**src/rtl/hrf_pkg.sv**
```systemverilog
package hrf_pkg;

    typedef enum logic [1:0] {
        ALG_MD5    = 2'd0,
        ALG_SHA1   = 2'd1,
        ALG_SHA224 = 2'd2,
        ALG_SHA256 = 2'd3
    } alg_e;

    typedef enum logic [1:0] {
        ST_IDLE   = 2'd0,
        ST_RUN    = 2'd1,
        ST_COMMIT = 2'd2
    } fsm_e;

    localparam int WORD_W    = 32;
    localparam int NDIG      = 8;
    localparam int NDIN      = 2 * NDIG;
    localparam int BLK_BYTES = 4 * NDIN;
    localparam int NFLAG     = 4;

    // status flag positions
    localparam int SB_OUT  = 0;
    localparam int SB_IN   = 1;
    localparam int SB_PART = 2;
    localparam int SB_CTX  = 3;

    // configuration bit positions and write mask
    localparam int CB_IRQ = 2;
    localparam int CB_DMA = 3;
    localparam logic [7:0] CFG_MASK = 8'hCC;

    // byte offsets
    localparam logic [11:0] A_DIG0 = 12'h020;
    localparam logic [11:0] A_CNT  = 12'h040;
    localparam logic [11:0] A_MODE = 12'h044;
    localparam logic [11:0] A_LEN  = 12'h048;
    localparam logic [11:0] A_DIN0 = 12'h080;
    localparam logic [11:0] A_CFG  = 12'h110;
    localparam logic [11:0] A_SYS  = 12'h114;
    localparam logic [11:0] A_IST  = 12'h118;
    localparam logic [11:0] A_IEN  = 12'h11C;

    function automatic int unsigned valid_words(alg_e a);
        unique case (a)
            ALG_MD5:    return 4;
            ALG_SHA1:   return 5;
            ALG_SHA224: return 7;
            default:    return 8;
        endcase
    endfunction

    function automatic logic [WORD_W-1:0] init_word(alg_e a, int unsigned i);
        logic [WORD_W-1:0] w;
        w = '0;
        unique case (a)
            ALG_MD5, ALG_SHA1: begin
                case (i)
                    0: w = 32'h67452301;
                    1: w = 32'hefcdab89;
                    2: w = 32'h98badcfe;
                    3: w = 32'h10325476;
                    4: w = (a == ALG_SHA1) ? 32'hc3d2e1f0 : 32'h0;
                    default: w = '0;
                endcase
            end
            ALG_SHA224: begin
                case (i)
                    0: w = 32'hc1059ed8;
                    1: w = 32'h367cd507;
                    2: w = 32'h3070dd17;
                    3: w = 32'hf70e5939;
                    4: w = 32'hffc00b31;
                    5: w = 32'h68581511;
                    6: w = 32'h64f98fa7;
                    default: w = 32'hbefa4fa4;
                endcase
            end
            default: begin
                case (i)
                    0: w = 32'h6a09e667;
                    1: w = 32'hbb67ae85;
                    2: w = 32'h3c6ef372;
                    3: w = 32'ha54ff53a;
                    4: w = 32'h510e527f;
                    5: w = 32'h9b05688c;
                    6: w = 32'h1f83d9ab;
                    default: w = 32'h5be0cd19;
                endcase
            end
        endcase
        return w;
    endfunction

endpackage

```
**src/rtl/hrf_ctrl.sv**
```systemverilog
module hrf_ctrl
    import hrf_pkg::*;
#(
    parameter int LAT = 4
) (
    input  logic clk,
    input  logic rst_n,
    input  logic launch_req,
    output logic start,
    output logic commit,
    output logic busy
);
    localparam int CW = $clog2(LAT + 1);

    fsm_e          state_q, state_d;
    logic [CW-1:0] cnt_q, cnt_d;

    always_ff @(posedge clk or negedge rst_n) begin
        if (!rst_n) begin
            state_q <= ST_IDLE;
            cnt_q   <= '0;
        end else begin
            state_q <= state_d;
            cnt_q   <= cnt_d;
        end
    end

    always_comb begin
        state_d = state_q;
        cnt_d   = cnt_q;
        unique case (state_q)
            ST_IDLE: begin
                if (launch_req) begin
                    state_d = ST_RUN;
                    cnt_d   = CW'(LAT - 1);
                end
            end
            ST_RUN: begin
                if (cnt_q == '0) state_d = ST_COMMIT;
                else             cnt_d   = cnt_q - 1'b1;
            end
            ST_COMMIT: state_d = ST_IDLE;
            default:   state_d = ST_IDLE;
        endcase
    end

    always_comb begin
        start  = (state_q == ST_IDLE) && launch_req;
        commit = (state_q == ST_COMMIT);
        busy   = (state_q != ST_IDLE);
    end

    // the countdown ending leads straight into write-back
    p_run_to_commit_r5: assert property (@(posedge clk) disable iff (!rst_n)
        (state_q == ST_RUN && cnt_q == '0) |=> commit);

    // write-back lasts exactly one cycle
    p_commit_single_r5: assert property (@(posedge clk) disable iff (!rst_n)
        commit |=> !commit);

endmodule

```
**src/rtl/hrf_core_stub.sv**
```systemverilog
module hrf_core_stub
    import hrf_pkg::*;
(
    input  logic                          clk,
    input  logic                          rst_n,
    input  logic                          start,
    input  alg_e                          alg,
    input  logic                          use_init,
    input  logic                          close_in,
    input  logic [NDIG-1:0][WORD_W-1:0]   dig_in,
    input  logic [NDIN-1:0][WORD_W-1:0]   din,
    input  logic [WORD_W-1:0]             cnt_in,
    input  logic [WORD_W-1:0]             blk_len,
    output logic [NDIG-1:0][WORD_W-1:0]   res_dig,
    output logic [WORD_W-1:0]             res_cnt,
    output logic                          res_close
);
    logic [NDIG-1:0][WORD_W-1:0] calc;

    for (genvar g = 0; g < NDIG; g++) begin : g_word
        logic [WORD_W-1:0] base;
        always_comb begin
            base    = use_init ? init_word(alg, g) : dig_in[g];
            calc[g] = (g < valid_words(alg)) ? ((base ^ din[g]) + din[g+NDIG]) : '0;
        end
    end

    always_ff @(posedge clk or negedge rst_n) begin
        if (!rst_n) begin
            res_dig   <= '0;
            res_cnt   <= '0;
            res_close <= 1'b0;
        end else if (start) begin
            res_dig   <= calc;
            res_cnt   <= cnt_in + blk_len;
            res_close <= close_in;
        end
    end

endmodule

```
**src/rtl/hrf_irq.sv**
```systemverilog
module hrf_irq
    import hrf_pkg::*;
#(
    parameter int          NB      = NFLAG,
    parameter logic [NB-1:0] RST_VAL = NB'(1 << SB_IN)
) (
    input  logic          clk,
    input  logic          rst_n,
    input  logic          w1c_we,
    input  logic [NB-1:0] w1c_bits,
    input  logic [NB-1:0] hw_set,
    input  logic [NB-1:0] hw_clr,
    input  logic [NB-1:0] en,
    input  logic          gate,
    output logic [NB-1:0] st,
    output logic          irq
);
    logic [NB-1:0] clr_mask;

    assign clr_mask = (w1c_we ? w1c_bits : '0) | hw_clr;

    for (genvar b = 0; b < NB; b++) begin : g_flag
        always_ff @(posedge clk or negedge rst_n) begin
            if (!rst_n)         st[b] <= RST_VAL[b];
            else if (hw_set[b]) st[b] <= 1'b1;
            else if (clr_mask[b]) st[b] <= 1'b0;
        end
    end

    assign irq = gate && |(st & en);

endmodule

```
**src/rtl/hash_regfront.sv**
```systemverilog
module hash_regfront
    import hrf_pkg::*;
#(
    parameter int ADDR_W = 12,
    parameter int LAT    = 4
) (
    input  logic              clk,
    input  logic              rst_n,
    input  logic              bus_wr,
    input  logic              bus_rd,
    input  logic [ADDR_W-1:0] bus_addr,
    input  logic [31:0]       bus_wdata,
    output logic [31:0]       bus_rdata,
    output logic              irq,
    output logic              dma_req
);
    localparam int WA_W = ADDR_W - 2;

    logic [WA_W-1:0] waddr;
    logic            aligned, wr_ok;
    logic            dig_hit, din_hit;
    logic            hit_cnt, hit_mode, hit_len, hit_cfg, hit_sys, hit_ist, hit_ien;

    logic [NDIG-1:0][WORD_W-1:0] dig_q;
    logic [NDIN-1:0][WORD_W-1:0] din_q, din_d;
    logic [WORD_W-1:0]           count_q, len_q, rem_q, blk_len, rd_val;
    logic [3:0]                  mode_q;
    logic [7:0]                  cfg_q;
    logic [NFLAG-1:0]            en_q, ist_q, hw_set, hw_clr;

    logic start, commit, busy, launch_req;
    logic [NDIG-1:0][WORD_W-1:0] res_dig;
    logic [WORD_W-1:0]           res_cnt;
    logic                        res_close;

    // ---------------- decode ----------------
    assign waddr    = bus_addr[ADDR_W-1:2];
    assign aligned  = (bus_addr[1:0] == 2'b00);
    assign wr_ok    = bus_wr && aligned;
    assign dig_hit  = aligned && (waddr[WA_W-1:3] == (WA_W-3)'(A_DIG0 >> 5));
    assign din_hit  = aligned && (waddr[WA_W-1:4] == (WA_W-4)'(A_DIN0 >> 6));
    assign hit_cnt  = aligned && (waddr == WA_W'(A_CNT  >> 2));
    assign hit_mode = aligned && (waddr == WA_W'(A_MODE >> 2));
    assign hit_len  = aligned && (waddr == WA_W'(A_LEN  >> 2));
    assign hit_cfg  = aligned && (waddr == WA_W'(A_CFG  >> 2));
    assign hit_sys  = aligned && (waddr == WA_W'(A_SYS  >> 2));
    assign hit_ist  = aligned && (waddr == WA_W'(A_IST  >> 2));
    assign hit_ien  = aligned && (waddr == WA_W'(A_IEN  >> 2));

    // ---------------- digest context ----------------
    for (genvar g = 0; g < NDIG; g++) begin : g_dig
        always_ff @(posedge clk or negedge rst_n) begin
            if (!rst_n)                                  dig_q[g] <= '0;
            else if (commit)                             dig_q[g] <= res_dig[g];
            else if (bus_wr && dig_hit && waddr[2:0] == 3'(g)) dig_q[g] <= bus_wdata;
        end
    end

    // ---------------- data words ----------------
    for (genvar g = 0; g < NDIN; g++) begin : g_din
        assign din_d[g] = (bus_wr && din_hit && waddr[3:0] == 4'(g)) ? bus_wdata : din_q[g];
        always_ff @(posedge clk or negedge rst_n) begin
            if (!rst_n) din_q[g] <= '0;
            else        din_q[g] <= din_d[g];
        end
    end

    assign launch_req = bus_wr && din_hit && (waddr[3:0] == 4'(NDIN - 1)) && ist_q[SB_IN];
    assign blk_len    = (rem_q > WORD_W'(BLK_BYTES)) ? WORD_W'(BLK_BYTES) : rem_q;

    // ---------------- scalar registers ----------------
    always_ff @(posedge clk or negedge rst_n) begin
        if (!rst_n) begin
            count_q <= '0;
            mode_q  <= '0;
            len_q   <= '0;
            rem_q   <= '0;
            cfg_q   <= '0;
            en_q    <= '0;
        end else begin
            if (commit)                count_q <= res_cnt;
            else if (wr_ok && hit_cnt) count_q <= bus_wdata;
            if (wr_ok && hit_mode) mode_q <= bus_wdata[4:1];
            if (wr_ok && hit_cfg)  cfg_q  <= bus_wdata[7:0] & CFG_MASK;
            if (wr_ok && hit_ien)  en_q   <= bus_wdata[NFLAG-1:0];
            if (start) begin
                rem_q <= rem_q - blk_len;
            end else if (wr_ok && hit_len) begin
                len_q <= bus_wdata;
                rem_q <= bus_wdata;
            end
        end
    end

    // ---------------- sub-blocks ----------------
    hrf_ctrl #(.LAT(LAT)) u_ctrl (
        .clk        (clk),
        .rst_n      (rst_n),
        .launch_req (launch_req),
        .start      (start),
        .commit     (commit),
        .busy       (busy)
    );

    hrf_core_stub u_core (
        .clk       (clk),
        .rst_n     (rst_n),
        .start     (start),
        .alg       (alg_e'(mode_q[1:0])),
        .use_init  (mode_q[2]),
        .close_in  (mode_q[3]),
        .dig_in    (dig_q),
        .din       (din_d),
        .cnt_in    (count_q),
        .blk_len   (blk_len),
        .res_dig   (res_dig),
        .res_cnt   (res_cnt),
        .res_close (res_close)
    );

    always_comb begin
        hw_set = '0;
        hw_clr = '0;
        if (commit) begin
            hw_set[SB_OUT]  = 1'b1;
            hw_set[SB_IN]   = 1'b1;
            hw_set[SB_CTX]  = 1'b1;
            hw_set[SB_PART] = !res_close;
        end
        if (start) hw_clr[SB_IN] = 1'b1;
    end

    hrf_irq #(.NB(NFLAG)) u_irq (
        .clk      (clk),
        .rst_n    (rst_n),
        .w1c_we   (wr_ok && hit_ist),
        .w1c_bits (bus_wdata[NFLAG-1:0]),
        .hw_set   (hw_set),
        .hw_clr   (hw_clr),
        .en       (en_q),
        .gate     (cfg_q[CB_IRQ]),
        .st       (ist_q),
        .irq      (irq)
    );

    assign dma_req = cfg_q[CB_DMA] && ist_q[SB_IN] && (rem_q != '0);

    // ---------------- read path ----------------
    always_comb begin
        rd_val = '0;
        if (dig_hit)       rd_val = dig_q[waddr[2:0]];
        else if (din_hit)  rd_val = din_q[waddr[3:0]];
        else if (hit_cnt)  rd_val = count_q;
        else if (hit_mode) rd_val = {27'b0, mode_q, 1'b0};
        else if (hit_len)  rd_val = len_q;
        else if (hit_cfg)  rd_val = {24'b0, cfg_q};
        else if (hit_sys)  rd_val = {31'b0, busy};
        else if (hit_ist)  rd_val = {{(32-NFLAG){1'b0}}, ist_q};
        else if (hit_ien)  rd_val = {{(32-NFLAG){1'b0}}, en_q};
    end

    always_ff @(posedge clk or negedge rst_n) begin
        if (!rst_n)      bus_rdata <= '0;
        else if (bus_rd) bus_rdata <= rd_val;
    end

    // ---------------- assertions ----------------
    // a block starts only with input ready set
    p_start_ready_r4: assert property (@(posedge clk) disable iff (!rst_n)
        start |-> ist_q[SB_IN]);

    // input ready drops after a launch
    p_ready_drop_r4: assert property (@(posedge clk) disable iff (!rst_n)
        start |=> !ist_q[SB_IN]);

    // completion raises output, input and context ready
    p_flags_commit_r5: assert property (@(posedge clk) disable iff (!rst_n)
        commit |=> (ist_q[SB_OUT] && ist_q[SB_IN] && ist_q[SB_CTX]));

    // the byte count takes the engine's count at write-back
    p_count_load_r7: assert property (@(posedge clk) disable iff (!rst_n)
        commit |=> (count_q == $past(res_cnt)));

    // no transfer request while a block is in flight
    p_dma_quiet_r9: assert property (@(posedge clk) disable iff (!rst_n)
        busy |-> !dma_req);

endmodule

```
**config.mk**
```make
export PLATFORM = sky130hd
export DESIGN_NAME = hash_regfront
export DESIGN_NICKNAME = d
export VERILOG_FILES = /design/src/rtl/hrf_pkg.sv /design/src/rtl/hrf_ctrl.sv /design/src/rtl/hrf_core_stub.sv /design/src/rtl/hrf_irq.sv /design/src/rtl/hash_regfront.sv
export SDC_FILE = /design/constraint.sdc
export NUM_CORES = 2
export LEC_CHECK = 0
export BUFFER_PORTS_ARGS = -buffer_cell sky130_fd_sc_hd__buf_4
export CAP_MARGIN = 10
export CORE_UTILIZATION = 59
export DETAILED_ROUTE_END_ITERATION = 8
export PLACE_DENSITY = 0.77
export RECOVER_POWER = 50
export SLEW_MARGIN = 20
export SYNTH_ARGS = -nofsm -noshare
export SYNTH_HDL_FRONTEND = slang
export SYNTH_SLANG_ARGS = --single-unit
```
**constraint.sdc**
```tcl
create_clock -name clk -period 6.06 [get_ports clk]
set_input_delay 1.212 -clock clk [delete_from_list [all_inputs] [get_ports clk]]
set_output_delay 1.212 -clock clk [all_outputs]
set_load 0.05 [all_outputs]
```
==> metrics.txt <==
# TYPE chip_impl_metric gauge
chip_impl_info{name="status",value="complete, but fails checks"} 1
chip_impl_info{name="failing_checks",value="capacitance limit, slew limit"} 1
chip_impl_metric{name="clk_path_buf_depth",unit=""} 3
chip_impl_metric{name="final_core_util",unit="%"} 67.1
chip_impl_metric{name="grt_pass1_wl",unit="microns"} 375000
chip_impl_metric{name="power.static_leakage",unit="nW"} 38.5
chip_impl_metric{name="final_min_period_over_clock_period",unit="%"} 96.2
chip_impl_metric{name="switching_share",unit="%"} 25.1
chip_impl_metric{name="io_buffer_count",unit=""} 81
chip_impl_info{name="cp_cell_sequence",value="buf_4, nor3_1, and4_1, nand3_1, nor2_4, buf_4, mux2_2, xnor2_1, ha_1, nor2b_1, o21ai_0, a21oi_1, o41ai_1, o21ai_0, buf_4, a41oi_1, a31oi_1, o21ai_0, buf_4, xor2_1, o21ai_0"} 1
chip_impl_metric{name="cellInternalPower",unit="mW"} 13.4
chip_impl_metric{name="drt-initial-drc-count",unit=""} 7457
chip_impl_metric{name="cts_setup_buffers",unit=""} 0
chip_impl_metric{name="start_util",unit="%"} 59.7
chip_impl_metric{name="highest_fanout_seen_on_the_critical_path",unit=""} 5
chip_impl_metric{name="worstPathRequired",unit="ns"} 6.68
chip_impl_metric{name="grt.overflow.total",unit=""} 0
chip_impl_metric{name="reg2reg_depth",unit=""} 19
chip_impl_info{name="setup_repair_after_global_routing_missed_its_margin",value="true"} 1
chip_impl_metric{name="dr_total_vias",unit=""} 59972
chip_impl_metric{name="cts.hold.buffers_added",unit=""} 0
chip_impl_info{name="critical_path.reg2reg.startpoint",value="rem_q[22]$_DFFE_PN0P_"} 1
chip_impl_metric{name="report.final.hold_viol_count",unit=""} 0
chip_impl_metric{name="floorplan.die_area",unit="sq um"} 121000
chip_impl_metric{name="route.detailed.drc",unit=""} 0
chip_impl_metric{name="die-height",unit="microns"} 348
chip_impl_metric{name="seq_power_share",unit="%"} 45.6
chip_impl_info{name="hold_path_startpoint",value="u_ctrl.cnt_q[2]$_DFFE_PN0P_"} 1
chip_impl_metric{name="synthArstFlopShare",unit="%"} 100
chip_impl_metric{name="gp_congestion",unit=""} 1.02
chip_impl_info{name="critical-path-slowest-cell",value="a41oi_1"} 1
chip_impl_metric{name="final-setup-viol-count",unit=""} 0
chip_impl_metric{name="floorplan.core_area",unit="sq um"} 118000
chip_impl_metric{name="relative_slew_slack",unit="%"} -172
chip_impl_metric{name="achievable_frequency",unit="GHz"} 0.172
chip_impl_metric{name="yosysSeqAreaShare",unit="%"} 42.7
chip_impl_metric{name="drv_slew",unit=""} 260
chip_impl_info{name="holdPathEnd",value="u_ctrl.state_q[1]$_DFFE_PN0P_"} 1
chip_impl_metric{name="layout.cell_area.non_filler",unit="sq um"} 79500
chip_impl_metric{name="floorplan.rows",unit=""} 126
chip_impl_metric{name="grt_antenna_before_repair",unit=""} 13
chip_impl_metric{name="clk_skew",unit="ns"} 0.0387
chip_impl_info{name="critical_path.startpoint",value="bus_addr[9]"} 1
chip_impl_metric{name="detailedPlacementHpwl",unit="microns"} 173000
chip_impl_metric{name="hold_ws",unit="ns"} 0.445
chip_impl_metric{name="tightestPinTransition",unit="ns"} 4.08
chip_impl_metric{name="finalNetCount",unit=""} 7554
chip_impl_metric{name="die_width",unit="microns"} 348
chip_impl_metric{name="max_cap_violations",unit=""} 4
chip_impl_metric{name="cp_slowest_stage_delay",unit="ns"} 0.51
chip_impl_info{name="startpoint_type",value="primary input"} 1
chip_impl_info{name="synth_flop_cell",value="dfrtp_1"} 1
chip_impl_metric{name="worst-endpoint-arrival",unit="ns"} 6.45
chip_impl_metric{name="post_synth_inst_count",unit=""} 7041
chip_impl_metric{name="post_synthesis_cell_area",unit="sq um"} 70700
chip_impl_info{name="root_buffer",value="clkbuf_16"} 1
chip_impl_metric{name="post_cts.resized_instances",unit=""} 0
chip_impl_metric{name="worstHoldPathCells",unit=""} 1
chip_impl_metric{name="synth_edf_count",unit=""} 0
chip_impl_metric{name="share_clk_of_total_power",unit="%"} 46.3
chip_impl_metric{name="clkLatencyLatePin",unit="ns"} 0.78
chip_impl_metric{name="first_global_vias",unit=""} 59324
chip_impl_info{name="setup.worst_path.class",value="in -> reg"} 1
chip_impl_info{name="endpoint_kind",value="flip-flop"} 1
chip_impl_metric{name="boundary_pin_count",unit=""} 82
chip_impl_metric{name="period_minus_slack",unit="ns"} 5.83
chip_impl_metric{name="synth.distinct_cells",unit=""} 86
chip_impl_metric{name="average_detailed_routed_wire_length_per_instance",unit="microns"} 27.9
chip_impl_metric{name="area_delta_synth_final",unit="%"} 12.4
chip_impl_metric{name="synth.yosys.warnings",unit=""} 0
chip_impl_metric{name="power-per-cell-area",unit="nW/um^2"} 225
chip_impl_metric{name="share_of_cells_above_drive_strength_1",unit="%"} 20.4
chip_impl_metric{name="combinationalPowerShare",unit="%"} 8.1
chip_impl_metric{name="postSynthRegisterBits",unit=""} 1206
chip_impl_metric{name="first_pass_iters",unit=""} 6
chip_impl_metric{name="grt.total_usage",unit="%"} 41.2
chip_impl_info{name="tritoncts",value="built"} 1
chip_impl_metric{name="cts_made_buffers",unit=""} 134
chip_impl_info{name="hold_class",value="reg -> reg"} 1
chip_impl_metric{name="clk_transition_reported_paths",unit="ns"} 0.06
chip_impl_metric{name="reg2reg_setup_slack",unit="ns"} 0.32
chip_impl_metric{name="power.switching",unit="mW"} 4.49
chip_impl_metric{name="drt-total-wl",unit="microns"} 248000
chip_impl_metric{name="cts.htree.levels",unit=""} 4
chip_impl_metric{name="tritoncts_num_sinks",unit=""} 1206
chip_impl_metric{name="irDropWorstVdd",unit="V"} 0.000306
chip_impl_metric{name="vias_per_cell",unit=""} 6.73
chip_impl_metric{name="final.fill_count",unit=""} 8846
chip_impl_metric{name="avg_synthesized_cell_area",unit="sq um"} 10.0
chip_impl_info{name="reg2reg_to",value="u_core.res_cnt[30]$_DFFE_PN0P_"} 1
chip_impl_metric{name="postPlaceCellArea",unit="sq um"} 75100
chip_impl_metric{name="detail-route-antenna-nets",unit=""} 0
chip_impl_metric{name="grt_max_degree",unit=""} 202
## how the worst max path moves through the flow
| stage | cells past startpoint | endpoint | slack, ns |
|---|---|---|---|
| 5_1_grt | 25 | u_core.res_dig[127]$_DFFE_PN0P_ | -0.05 |
| 4_1_cts | 19 | u_core.res_cnt[30]$_DFFE_PN0P_ | 0.04 |
| 3_3_place_gp | 23 | u_core.res_dig[31]$_DFFE_PN0P_ | -0.59 |
| 6_report | 21 | u_core.res_dig[252]$_DFFE_PN0P_ | 0.23 |
| 3_5_place_dp | 23 | u_core.res_dig[31]$_DFFE_PN0P_ | -0.57 |
| 2_1_floorplan | 19 | u_core.res_dig[82]$_DFFE_PN0P_ | 0.23 |
## state kept, by name, indices dropped and copies added (netlist names)
signal,flops
count_q,32
din_q,512
u_ctrl.cnt_q,3
u_ctrl.state_q,2
dig_q,256
mode_q,4
u_core.res_dig,256
u_core.res_cnt,32
bus_rdata,32
u_core.res_close,1
len_q,32
rem_q,32
en_q,4
cfg_q,4
u_irq.st,4
## logic make-up after synthesis
| logic type | Yosys count | synth area share [%] |
|---|---|---|
| other cells | 2 | 0.0106 |
| flops | 1206 | 42.7 |
| buf+inv | 563 | 3.01 |
| simple gates | 2034 | 12.0 |
| xor+xnor | 487 | 6.09 |
| compound gates | 1620 | 14.2 |
| mux | 833 | 16.7 |
| fa+ha+maj | 296 | 5.33 |
## stage by stage
| stage | std cells | total power [mW] | TNS (ns) | worst slack (ns) |
|---|---|---|---|---|
| floorplan | 7064 | 9.07 | 0 | 0.233 |
| global placement | 8672 | 9.67 | -2.96 | -0.593 |
| detailed placement | 8673 | 9.69 | -5.62 | -0.573 |
| CTS | 8904 | 17.8 | 0 | 0.0426 |
| global route | 8906 | 18.3 | -0.104 | -0.0528 |
| finish | 8912 | 17.9 | 0 | 0.232 |
## worst max-delay path, delay by kind of cell
family	cells	cell delay (ns)
AO/OA/AOI/OAI	8	2.44
AND/OR/NAND/NOR	5	1.19
buffers and inverters	4	0.62
multiplexers	1	0.35
XOR/XNOR	2	0.35
adder cells (fa/ha/maj)	1	0.28
## cells in the final DEF (no fill, tap or decap), drive strengths merged, types with 224 or more instances in the layout
cell and n:
nand2 1157, a21oi 416, a31oi 282, nor2 515, mux4 224, mux2 522
ha 287, buf 458, xnor2 363, dfrtp 1205, o21ai 397
## synth_stat cells, types with 18 or more instances
cell type | instances | area share (%)
o21a_1 | 34 | 0.36
o31ai_1 | 42 | 0.45
o21bai_1 | 36 | 0.38
xor2_1 | 121 | 1.5
o211ai_1 | 31 | 0.33
buf_1 | 59 | 0.31
nor2b_1 | 34 | 0.30
a21oi_1 | 416 | 2.9
inv_1 | 102 | 0.54
clkbuf_1 | 392 | 2.1
ha_1 | 287 | 5.1
a21boi_0 | 50 | 0.53
a21o_1 | 114 | 1.2
and3_1 | 31 | 0.27
nand4_1 | 19 | 0.17
xnor2_1 | 363 | 4.5
mux4_2 | 224 | 7.1
o311ai_0 | 19 | 0.24
dfrtp_1 | 1205 | 43
nor3_1 | 46 | 0.33
a31oi_1 | 282 | 2.5
nor4_1 | 18 | 0.16
and2_1 | 24 | 0.21
a221oi_1 | 31 | 0.38
mux2i_1 | 87 | 1.2
o21ai_0 | 396 | 2.8
nor2_1 | 515 | 2.7
or3_1 | 27 | 0.24
mux2_2 | 522 | 8.3
nand3_1 | 64 | 0.45
nand2b_1 | 51 | 0.45
nand2_1 | 1156 | 6.1
a211oi_1 | 34 | 0.36
## layout make-up
cell class	instances	area, sq um	area share (%)
inverters	104	398	0.501
repair buffers	469	3820	4.80
clock buffers	194	3980	5.00
well taps	1600	2000	2.52
flip-flops and latches	1206	30200	38.0
diodes	7	17.5	0.0220
multi-input cells	5295	38700	48.7
clock inverters	37	383	0.482
## power by group through the flow
stage | combinational, mW | sequential [mW] | clock (mW)
finish | 1.44 | 8.15 | 8.27
global route | 1.54 | 8.15 | 8.60
CTS | 1.41 | 8.15 | 8.28
detailed placement | 1.40 | 8.29 | 0
global placement | 1.38 | 8.29 | 0
floorplan | 0.747 | 8.33 | 0
## metal layers
metal  track usage [%]  wire, microns  part of all wire, %
met5                 0             83                0.033
met3              12.8          31200                   13
met2              60.2         107000                   43
met4              26.2          18400                  7.4
met1              53.3          91900                   37
No activity file was read; power rests on OpenSTA's default activity.
